**src/rtl/irqdist_pkg.sv**
```systemverilog
`timescale 1ns/1ps
package irqdist_pkg;

    localparam int          ID_W       = 10;
    localparam logic [9:0]  NO_IRQ_ID  = 10'd1023;
    localparam int          LOW_FIXED  = 16;   // IDs below this are fixed-enable / edge
    localparam logic [3:0]  PRIO_MASK  = 4'hF;

    typedef enum logic [1:0] {
        FLD_ENABLE = 2'd0,
        FLD_PRIO   = 2'd1,
        FLD_TARGET = 2'd2,
        FLD_CONFIG = 2'd3
    } field_e;

    // Priority kept per CPU for these IDs
    function automatic logic is_banked(input int unsigned id);
        return (id < 16) || (id >= 29 && id <= 31);
    endfunction

    // Configuration hard-wired to edge / private model
    function automatic logic is_locked_cfg(input int unsigned id);
        return (id == 29) || (id == 30);
    endfunction

    // CPU-private IDs whose target reads back the accessing CPU
    function automatic logic is_self_target(input int unsigned id);
        return (id >= 29) && (id <= 31);
    endfunction

endpackage

```
**src/rtl/irqdist_regs.sv**
```systemverilog
`timescale 1ns/1ps
module irqdist_regs
    import irqdist_pkg::*;
#(
    parameter int NCPU    = 4,
    parameter int NUM_IRQ = 32,
    parameter int ADDR_W  = 6,
    localparam int CPU_W  = (NCPU > 1) ? $clog2(NCPU) : 1,
    localparam int IDX_W  = $clog2(NUM_IRQ)
) (
    input  logic                                 clk,
    input  logic                                 rst_n,
    input  logic                                 bus_valid,
    input  logic                                 bus_write,
    input  logic [CPU_W-1:0]                     bus_cpu,
    input  logic [1:0]                           bus_field,
    input  logic [ADDR_W-1:0]                    bus_id,
    input  logic [7:0]                           bus_wdata,
    output logic [7:0]                           bus_rdata,
    output logic [NUM_IRQ-1:0]                   en_o,
    output logic [NUM_IRQ-1:0]                   edge_o,
    output logic [NUM_IRQ-1:0]                   shared_o,
    output logic [NCPU-1:0][NUM_IRQ-1:0][3:0]    prio_o
);

    typedef struct packed {
        logic [NUM_IRQ-1:0]                en;
        logic [NUM_IRQ-1:0]                trig_edge;
        logic [NUM_IRQ-1:0]                shared;
        logic [NUM_IRQ-1:0][3:0]           prio_sh;
        logic [NCPU-1:0][NUM_IRQ-1:0][3:0] prio_bk;
    } regs_t;

    regs_t s_d, s_q;

    logic              in_range;
    logic [IDX_W-1:0]  idx;

    assign in_range = (32'(bus_id) < NUM_IRQ);
    assign idx      = bus_id[IDX_W-1:0];

    function automatic regs_t reset_state();
        regs_t r;
        r = '0;
        for (int i = 0; i < NUM_IRQ; i++) begin
            r.en[i]        = (i < LOW_FIXED);
            r.trig_edge[i] = (i < LOW_FIXED) || is_locked_cfg(i);
            r.shared[i]    = 1'b0;
        end
        return r;
    endfunction

    // next-state
    always_comb begin
        s_d = s_q;
        if (bus_valid && bus_write && in_range) begin
            case (field_e'(bus_field))
                FLD_ENABLE: begin
                    if (32'(idx) >= LOW_FIXED)
                        s_d.en[idx] = bus_wdata[0];
                end
                FLD_PRIO: begin
                    if (is_banked(32'(idx)))
                        s_d.prio_bk[bus_cpu][idx] = bus_wdata[7:4];
                    else
                        s_d.prio_sh[idx] = bus_wdata[7:4];
                end
                FLD_TARGET: begin
                    // read-only field
                end
                FLD_CONFIG: begin
                    if (!is_locked_cfg(32'(idx))) begin
                        s_d.shared[idx] = bus_wdata[0];
                        if (32'(idx) >= LOW_FIXED)
                            s_d.trig_edge[idx] = bus_wdata[1];
                    end
                end
                default: ;
            endcase
        end
    end

    always_ff @(posedge clk or negedge rst_n) begin
        if (!rst_n) s_q <= reset_state();
        else        s_q <= s_d;
    end

    // read mux
    always_comb begin
        bus_rdata = 8'h00;
        if (in_range) begin
            case (field_e'(bus_field))
                FLD_ENABLE: bus_rdata = {7'b0, s_q.en[idx]};
                FLD_PRIO: begin
                    if (is_banked(32'(idx)))
                        bus_rdata = {s_q.prio_bk[bus_cpu][idx], 4'h0};
                    else
                        bus_rdata = {s_q.prio_sh[idx], 4'h0};
                end
                FLD_TARGET: begin
                    if (is_self_target(32'(idx)))
                        bus_rdata = 8'(1 << bus_cpu);
                end
                FLD_CONFIG: bus_rdata = {6'b0, s_q.trig_edge[idx], s_q.shared[idx]};
                default: bus_rdata = 8'h00;
            endcase
        end
    end

    // effective per-CPU priority view
    always_comb begin
        for (int c = 0; c < NCPU; c++) begin
            for (int i = 0; i < NUM_IRQ; i++) begin
                prio_o[c][i] = is_banked(i) ? s_q.prio_bk[c][i] : s_q.prio_sh[i];
            end
        end
    end

    assign en_o     = s_q.en;
    assign edge_o   = s_q.trig_edge;
    assign shared_o = s_q.shared;

endmodule

```
**src/rtl/irqdist_pending.sv**
```systemverilog
`timescale 1ns/1ps
module irqdist_pending #(
    parameter int NCPU    = 4,
    parameter int NUM_IRQ = 32
) (
    input  logic                             clk,
    input  logic                             rst_n,
    input  logic [NUM_IRQ-1:0]               irq_in,
    input  logic [NUM_IRQ-1:0]               edge_cfg,
    input  logic [NUM_IRQ-1:0]               shared_cfg,
    input  logic [NCPU-1:0][NUM_IRQ-1:0]     take,
    output logic [NCPU-1:0][NUM_IRQ-1:0]     pend_o
);

    typedef struct packed {
        logic [NUM_IRQ-1:0]           prev;
        logic [NCPU-1:0][NUM_IRQ-1:0] pend;
    } pend_t;

    pend_t s_d, s_q;

    logic [NUM_IRQ-1:0] rise;
    logic [NUM_IRQ-1:0] set_v;
    logic [NUM_IRQ-1:0] any_take;
    logic [NUM_IRQ-1:0] clr;

    always_comb begin
        s_d      = s_q;
        rise     = irq_in & ~s_q.prev;
        set_v    = (edge_cfg & rise) | (~edge_cfg & irq_in);
        any_take = '0;
        clr      = '0;
        for (int c = 0; c < NCPU; c++)
            any_take = any_take | take[c];
        for (int c = 0; c < NCPU; c++) begin
            clr = (shared_cfg & any_take) | (~shared_cfg & take[c]);
            // a fresh set in the acknowledge cycle outranks the clear
            s_d.pend[c] = set_v | (s_q.pend[c] & ~clr);
        end
        s_d.prev = irq_in;
    end

    always_ff @(posedge clk or negedge rst_n) begin
        if (!rst_n) s_q <= '0;
        else        s_q <= s_d;
    end

    assign pend_o = s_q.pend;

endmodule

```
**src/rtl/irqdist_arbiter.sv**
```systemverilog
`timescale 1ns/1ps
module irqdist_arbiter
    import irqdist_pkg::*;
#(
    parameter int NUM_IRQ = 32
) (
    input  logic [NUM_IRQ-1:0]       pend,
    input  logic [NUM_IRQ-1:0]       en,
    input  logic [NUM_IRQ-1:0][3:0]  prio,
    output logic                     valid,
    output logic [ID_W-1:0]          sel_id
);

    logic [3:0]      best;
    logic [ID_W-1:0] best_id;
    logic            found;

    always_comb begin
        best    = PRIO_MASK;
        best_id = '0;
        found   = 1'b0;
        for (int i = 0; i < NUM_IRQ; i++) begin
            if (pend[i] && en[i] && (prio[i] != PRIO_MASK)) begin
                // strict compare keeps the lower ID on a tie
                if (!found || (prio[i] < best)) begin
                    best    = prio[i];
                    best_id = ID_W'(i);
                    found   = 1'b1;
                end
            end
        end
        valid  = found;
        sel_id = found ? best_id : NO_IRQ_ID;
    end

endmodule

```
**src/rtl/irqdist_top.sv**
```systemverilog
`timescale 1ns/1ps
module irqdist_top
    import irqdist_pkg::*;
#(
    parameter int NCPU    = 4,
    parameter int NUM_IRQ = 32,
    parameter int ADDR_W  = 6,
    localparam int CPU_W  = (NCPU > 1) ? $clog2(NCPU) : 1
) (
    input  logic                    clk,
    input  logic                    rst_n,
    input  logic                    bus_valid,
    input  logic                    bus_write,
    input  logic [CPU_W-1:0]        bus_cpu,
    input  logic [1:0]              bus_field,
    input  logic [ADDR_W-1:0]       bus_id,
    input  logic [7:0]              bus_wdata,
    output logic [7:0]              bus_rdata,
    input  logic [NUM_IRQ-1:0]      irq_in,
    input  logic [NCPU-1:0]         ack,
    output logic [NCPU-1:0]         cpu_irq,
    output logic [NCPU*ID_W-1:0]    ack_id
);

    logic [NUM_IRQ-1:0]                en_w;
    logic [NUM_IRQ-1:0]                edge_w;
    logic [NUM_IRQ-1:0]                shared_w;
    logic [NCPU-1:0][NUM_IRQ-1:0][3:0] prio_w;
    logic [NCPU-1:0][NUM_IRQ-1:0]      pend_w;
    logic [NCPU-1:0][NUM_IRQ-1:0]      take_w;
    logic [NCPU-1:0]                   valid_w;
    logic [NCPU-1:0][ID_W-1:0]         sel_w;

    irqdist_regs #(
        .NCPU    (NCPU),
        .NUM_IRQ (NUM_IRQ),
        .ADDR_W  (ADDR_W)
    ) u_regs (
        .clk       (clk),
        .rst_n     (rst_n),
        .bus_valid (bus_valid),
        .bus_write (bus_write),
        .bus_cpu   (bus_cpu),
        .bus_field (bus_field),
        .bus_id    (bus_id),
        .bus_wdata (bus_wdata),
        .bus_rdata (bus_rdata),
        .en_o      (en_w),
        .edge_o    (edge_w),
        .shared_o  (shared_w),
        .prio_o    (prio_w)
    );

    irqdist_pending #(
        .NCPU    (NCPU),
        .NUM_IRQ (NUM_IRQ)
    ) u_pend (
        .clk        (clk),
        .rst_n      (rst_n),
        .irq_in     (irq_in),
        .edge_cfg   (edge_w),
        .shared_cfg (shared_w),
        .take       (take_w),
        .pend_o     (pend_w)
    );

    for (genvar c = 0; c < NCPU; c++) begin : g_cpu
        irqdist_arbiter #(
            .NUM_IRQ (NUM_IRQ)
        ) u_arb (
            .pend   (pend_w[c]),
            .en     (en_w),
            .prio   (prio_w[c]),
            .valid  (valid_w[c]),
            .sel_id (sel_w[c])
        );
        assign ack_id[c*ID_W +: ID_W] = sel_w[c];
    end

    // acknowledge decode: one-hot take vector per CPU
    always_comb begin
        take_w = '0;
        for (int c = 0; c < NCPU; c++) begin
            for (int i = 0; i < NUM_IRQ; i++) begin
                take_w[c][i] = ack[c] && valid_w[c] && (sel_w[c] == ID_W'(i));
            end
        end
    end

    assign cpu_irq = valid_w;

endmodule

```
**config.mk**
```make
export PLATFORM = sky130hd
export DESIGN_NAME = irqdist_top
export DESIGN_NICKNAME = d
export VERILOG_FILES = /design/src/rtl/irqdist_pkg.sv /design/src/rtl/irqdist_regs.sv /design/src/rtl/irqdist_pending.sv /design/src/rtl/irqdist_arbiter.sv /design/src/rtl/irqdist_top.sv
export SDC_FILE = /design/constraint.sdc
export NUM_CORES = 2
export LEC_CHECK = 0
export ABC_AREA = 1
export BUFFER_PORTS_ARGS = -buffer_cell sky130_fd_sc_hd__buf_2
export CORE_MARGIN = 5
export CORE_UTILIZATION = 40
export CTS_CLUSTER_DIAMETER = 60
export CTS_CLUSTER_SIZE = 40
export DETAILED_ROUTE_END_ITERATION = 7
export PLACE_DENSITY = 0.65
export SYNTH_ARGS = -nofsm -noshare
export SYNTH_HDL_FRONTEND = slang
export SYNTH_SLANG_ARGS = --single-unit
```
**constraint.sdc**
```tcl
create_clock -name clk -period 46.3 [get_ports clk]
set_clock_uncertainty 0.15 [all_clocks]
set_input_delay 11.575 -clock clk [delete_from_list [all_inputs] [get_ports clk]]
set_output_delay 11.575 -clock clk [all_outputs]
set_load 0.02 [all_outputs]
```
After elaboration in Yosys (flattened, before gate mapping)
Cells that the tools add are included.
W data, S select, Z words.
- input port bits: 58
- word-level logic and storage cells: 1979
- bits in registers: 896
- output and inout bits: 52
- bitwise logic cells: 33
- equal/unequal tests: 218
- reduce and logical (&&, ||, !) cells: 652
- mux-type cells: 775
- shift operators: 1
- $lt $le $gt $ge: 132
- operators by type and width (kind ; number):
    $mux W10 ; 248
    $mux W4 ; 247
    $eq A10 B5 Y1 const B ; 64
    $bwmux W512 ; 1
    $lt A4 B4 Y1 ; 124
    $logic_and A1 B1 Y1 ; 392
    $and A32 B32 Y32 ; 12
    $or A32 B32 Y32 ; 12
    $ne A4 B4 Y1 const B ; 89
    $eq A10 B4 Y1 const B ; 32
    $mux W1 ; 260
    $bmux W128 S2 ; 1
    $demux W128 S2 ; 1
    $mux W128 ; 2
    $not A32 Y32 ; 7
    $eq A10 B3 Y1 const B ; 16
    $bwmux W128 ; 1
    $logic_or A1 B1 Y1 ; 126
    $logic_not A1 Y1 ; 124
    $bwmux W32 ; 3
    $eq A10 B2 Y1 const B ; 8
    $bmux W4 S5 ; 2
    $eq A10 B1 Y1 const B ; 4
    $logic_not A10 Y1 ; 4
    20 further kinds ; 31

Depth between registers and ports, before layout
- depth after elaboration: 138
- gate-level depth with buffers: 294
- mapped depth without buffers: 292

Modules after synthesis
A second synthesis with hierarchy kept.
- cell total of the unflattened synthesis: 10190
- area, all modules: 67204.5 sq um
- modules (own cells, without submodules) (module ; sequential area each (sq um) ; cells each ; times used ; area an instance (sq um)):
    irqdist_regs ; 16958.8 ; 3982 ; 1 ; 33029.2
    irqdist_arbiter ; 0.0 ; 1244 ; 4 ; 6222.2
    irqdist_pending ; 4003.8 ; 896 ; 1 ; 7807.5
    irqdist_top ; 0.0 ; 336 ; 1 ; 1478.9

Worst setup path before layout
No wires, ideal clock.
- path type: reg2out
- from: register u_regs.s_q (netlist bit u_regs.en_o[0])
- to: output ack_id[4]
- data arrival time: 28.618 ns
- path buffers: 2
- stages on the path, launching flop included: 253
- slack: 5.957 ns
- cell sequence: dfstp_2 -> buf_6 -> nand2_2 -> inv_2 -> nand2_1 -> inv_2 -> nand2_1 -> inv_1 -> ha_1 -> a21oi_1 -> nand2_2 -> nand2_4 -> nand2_4 -> o21ai_0 -> ha_1 -> inv_1 -> o21bai_1 -> inv_2 -> [... 217 more ...] -> nand2_1 -> nand2_2 -> nand2_2 -> o21ai_0 -> ha_1 -> a21oi_1 -> nand2_1 -> nand2_1 -> nand2_4 -> nand2_1 -> o21ai_0 -> ha_1 -> a21oi_1 -> nand2_1 -> nand2_2 -> nand2_8 -> buf_8 -> nand3_1
- longest elaborated chain between the ends: 128
- RTL lines (what ; RTL line ; text):
    start: declaration ; irqdist_regs.sv:34 ; regs_t s_d, s_q;
    start signal: assignment ; irqdist_regs.sv:84 ; if (!rst_n) s_q <= reset_state();
    $logic_and A1 B1 Y1 (*) (2 in series) ; irqdist_arbiter.sv:23 ; if (pend[i] && en[i] && (prio[i] != PRIO_MASK)) begin
    $mux W4 or $mux W1 (tied branches) ; irqdist_arbiter.sv:23 ;
    $lt A4 B4 Y1 or $logic_not A1 Y1 (tied branches) ; irqdist_arbiter.sv:25 ; if (!found || (prio[i] < best)) begin
    $logic_or A1 B1 Y1 ; irqdist_arbiter.sv:25 ;
    $mux W4 or $mux W1 (tied branches) ; irqdist_arbiter.sv:25 ;
    $mux W4 or $mux W1 (tied branches) ; irqdist_arbiter.sv:23 ;
    $lt A4 B4 Y1 or $logic_not A1 Y1 (tied branches) ; irqdist_arbiter.sv:25 ;
    $logic_or A1 B1 Y1 ; irqdist_arbiter.sv:25 ;
    [... 111 more ...] ; - ;
    $logic_or A1 B1 Y1 ; irqdist_arbiter.sv:25 ;
    $mux W4 or $mux W1 (tied branches) ; irqdist_arbiter.sv:25 ;
    $mux W4 or $mux W1 (tied branches) ; irqdist_arbiter.sv:23 ;
    $lt A4 B4 Y1 or $logic_not A1 Y1 (tied branches) ; irqdist_arbiter.sv:25 ;
    $logic_or A1 B1 Y1 ; irqdist_arbiter.sv:25 ;
    $mux W10 or $mux W1 (tied branches) ; irqdist_arbiter.sv:25 ;
    $mux W10 or $mux W1 (tied branches) ; irqdist_arbiter.sv:23 ;
    $mux W10 (*) ; irqdist_arbiter.sv:33 ; sel_id = found ? best_id : NO_IRQ_ID;
    end: declaration ; irqdist_top.sv:22 ; output logic [NCPU*ID_W-1:0] ack_id
Mark *: on every way between the ends. The rest lies on a longest branch, timed or not.

Worst setup path in the final report
- from: register u_regs.s_q (netlist bit u_regs.en_o[0])
- to: output ack_id[24]
The elaborated chain is that of the path after synthesis.

==> reports/metrics.yaml <==
status: "complete, no violations"
synth_ff_type: "dfrtp_1"
worstSetupPathType: "register to primary output"
arrival_ns: 31.67
ys_ff_latch: 804
pin_count: 110
die-area_sq_um: 150100
synth_edf_count: 0
final-setup-viol-count: 0
fp-row-count: 138
areaGrowthSynthToFinish_pct: 10.65
first_global_vias: 50907
path_clk_slew_ns: 0.10
slowest_stage: "dfstp_2"
start_util_pct: 40.23
grt-ovfl-total: 0
yosys_warnings: 0
cts_sinks: 804
fmax_mhz: 23.04
ys_types: 76
vias: 55324
synthCells: 8169
synth_fp_nets: 8483
cts_root_buffer: "clkbuf_16"
place_congestion: 0.9990
final_design_area_no_fill_sq_um: 63030
ys_seq_area_share_pct: 35.39
hold_ws_ns: 0.2253
path_max_fanout: 14
synth_area_sq_um: 56970
nNetsFinal: 8372
fp.coreArea_sq_um: 141600
slew_headroom_pct: 4.497
port_buffers: 107
drt_first_pass_iters: 6
drive_above_1_share_pct: 14.47
fp.dieW_microns: 387.4
crit_path_max_incr_delay_ns: 0.55
tightest_slew_ns: 1.427
r2r_setup_slack_ns: 13.85
avgSynthCellArea_sq_um: 6.973
h-tree-depth: 3
timing.final.crit_share_pct: 93.73
avgRoutedWirePerCell_microns: 21.21
cts_buffers: 88
drc: 0
cts_buffer_depth: 3
fin_ws_ns: 2.905
grt.total_usage_pct: 27.18
cap_violations: 0
first_iter_violations: 5589
antenna_found_initial: 12
post-dp-hpwl_microns: 162000
hp-class: "register to register"
vdd_drop_max_mv: 0.03690
postRouteWirelength_microns: 212800
cp-start-kind: "register"
period_needed_ns: 43.40
power_density_nw_per_um2: 29.55
finalMaxSlewViolations: 0
ant_nets: 0
via_per_inst: 5.514
cp-end-kind: "primary output"
hold_violations: 0
grt_max_degree: 112
clk_latency_ns: 0.75
nFillCells: 14427
cp_common_cell: "nand2_1"
die_h_microns: 387.4
grt_pass1_wl_microns: 315800
crit_required_ns: 34.58
cts_tree: "done"
p_leak_nw: 32.72
dpl-instance-area_sq_um: 58590
ys_async_sr_fraction_pct: 100.0
place_worst_setup_slack_ns: -0.5413
-- critical path, delay by kind of cell, from the launching register on --
family | cells | cell delay, ns
AND/OR/NAND/NOR | 154 | 13.38
AO/OA/AOI/OAI | 42 | 7.26
buffers and inverters | 16 | 0.85
adder cells (fa/ha/maj) | 31 | 8.78
flip-flops | 1 | 0.55
-- kinds of logic after synthesis --
| logic type | Yosys count | share of synthesized area (%) |
|---|---|---|
| AND/OR/NAND/NOR | 4267 | 33.79 |
| AO/OA/AOI/OAI | 1445 | 15.11 |
| buffers and inverters | 1393 | 10.02 |
| flip-flops | 804 | 35.39 |
| adder cells (fa/ha/maj) | 256 | 5.623 |
| multiplexers | 4 | 0.07029 |
-- sequential cells by signal (all words and copies together) (netlist names) --
signal,flops
u_pend.pend_o,128
u_pend.s_q,32
u_regs.edge_o,32
u_regs.en_o,32
u_regs.prio_o,356
u_regs.s_q,192
u_regs.shared_o,32
-- cell usage in the layout, fill, tap and decap left out, types with 99 or more instances in the layout --
| master | instances |
|---|---|
| nand2_1 | 2568 |
| a22oi_1 | 200 |
| nand2_2 | 288 |
| nor2_1 | 376 |
| ha_1 | 253 |
| dfrtp_1 | 770 |
| inv_1 | 837 |
| nand2_4 | 103 |
| o21ai_0 | 506 |
| a21oi_1 | 171 |
| nand3_1 | 649 |
| buf_2 | 99 |
| buf_4 | 101 |
| o21ai_1 | 130 |
| o21ai_2 | 143 |
-- power breakdown --
| part | leakage, nW | internal, mW | total [mW] | switching, mW |
|---|---|---|---|---|
| registers | 10.3 | 0.709 | 0.718 | 0.00868 |
| logic | 20.8 | 0.0970 | 0.348 | 0.251 |
| clock network | 1.59 | 0.413 | 0.796 | 0.383 |
| total | 32.7 | 1.22 | 1.86 | 0.643 |
-- per-stage QoR --
stage / total power, mW / setup TNS, ns / utilization [%] / std cells
after floorplan: 0.9497 / 0 / - / 8169
after global placement: 1.055 / 0 / 41.38 / 9823
after detailed placement: 1.059 / -3.030 / 41.38 / 9823
after CTS: 1.854 / -0.02106 / 43.72 / 9988
after global routing: 1.926 / -1.084 / 44.50 / 10024
final: 1.863 / 0 / 44.52 / 10033
-- area by class of cell --
| type | count | area [sq um] | area share, % |
|---|---|---|---|
| multi-input combinational | 5973 | 32010 | 50.78 |
| sequential | 804 | 20160 | 31.99 |
| inverter | 983 | 3829 | 6.074 |
| tap | 1890 | 2365 | 3.752 |
| clock buffer | 98 | 2290 | 3.632 |
| timing repair buffer | 208 | 1338 | 2.122 |
| clock inverter | 67 | 1018 | 1.616 |
| antenna | 10 | 25.02 | 0.03970 |
-- layer usage --
metal  up-vias  global-route usage (%)  part of all wire [%]
li1      26522                       -                     -
met1     26049                   37.67                    43
met2      2302                   41.51                    43
met3       447                   5.850                   9.0
met4         4                   10.67                   4.8
met5         -                       0                 0.013
-- cells in the mapped netlist (all sizes together), types with 2 or more instances --
master,n,area share [%]
dlygate4sd3,2,0.035
o21ai,784,7.0
inv,924,6.1
and2,18,0.22
nand2,2963,22
o311a,2,0.040
o221ai,37,0.57
nor2,426,3.3
o22a,2,0.033
a21oi,175,1.6
a221oi,16,0.25
dfrtp,770,34
a211oi,5,0.066
or2,5,0.055
and3,2,0.022
a41oi,41,0.68
clkbuf,363,2.7
a2111oi,2,0.031
o211a,2,0.035
nor3,45,0.42
o2111ai,2,0.031
mux2i,4,0.070
clkinv,50,0.33
o211ai,4,0.053
buf,44,0.58
o41ai,4,0.061
nor4,18,0.20
a22o,8,0.12
a21boi,2,0.026
nand4,95,1.0
bufinv,9,0.28
o22ai,67,0.75
a31oi,20,0.22
o31ai,10,0.13
dfstp,34,1.6
o21bai,56,0.74
a22oi,200,2.6
ha,256,5.6
nand3,691,6.6
nand3b,3,0.040
-- final timing paths --
check	start	depth (start not counted)	end
setup / recovery	u_regs.en_o[0]	243	ack_id[24]
min in group asynchronous	rst_n	1	u_regs.s_q[75]
setup reg to reg	u_regs.en_o[0]	282	u_pend.pend_o[59]
hold / removal	u_regs.edge_o[9]	0	u_regs.edge_o[9]
hold reg to reg	u_regs.edge_o[9]	0	u_regs.edge_o[9]
max in group asynchronous	rst_n	4	u_regs.prio_o[414]
-- repair_timing --
item | CTS | global route
pin swaps | 0 | 30
setup buffers | 0 | 34
gates cloned | 0 | 1
endpoints found under the setup margin | 20 | 20
gates resized for setup | 81 | 378
hold buffers | 0 | 0
Note: power is estimated with default switching activity, not from simulation.
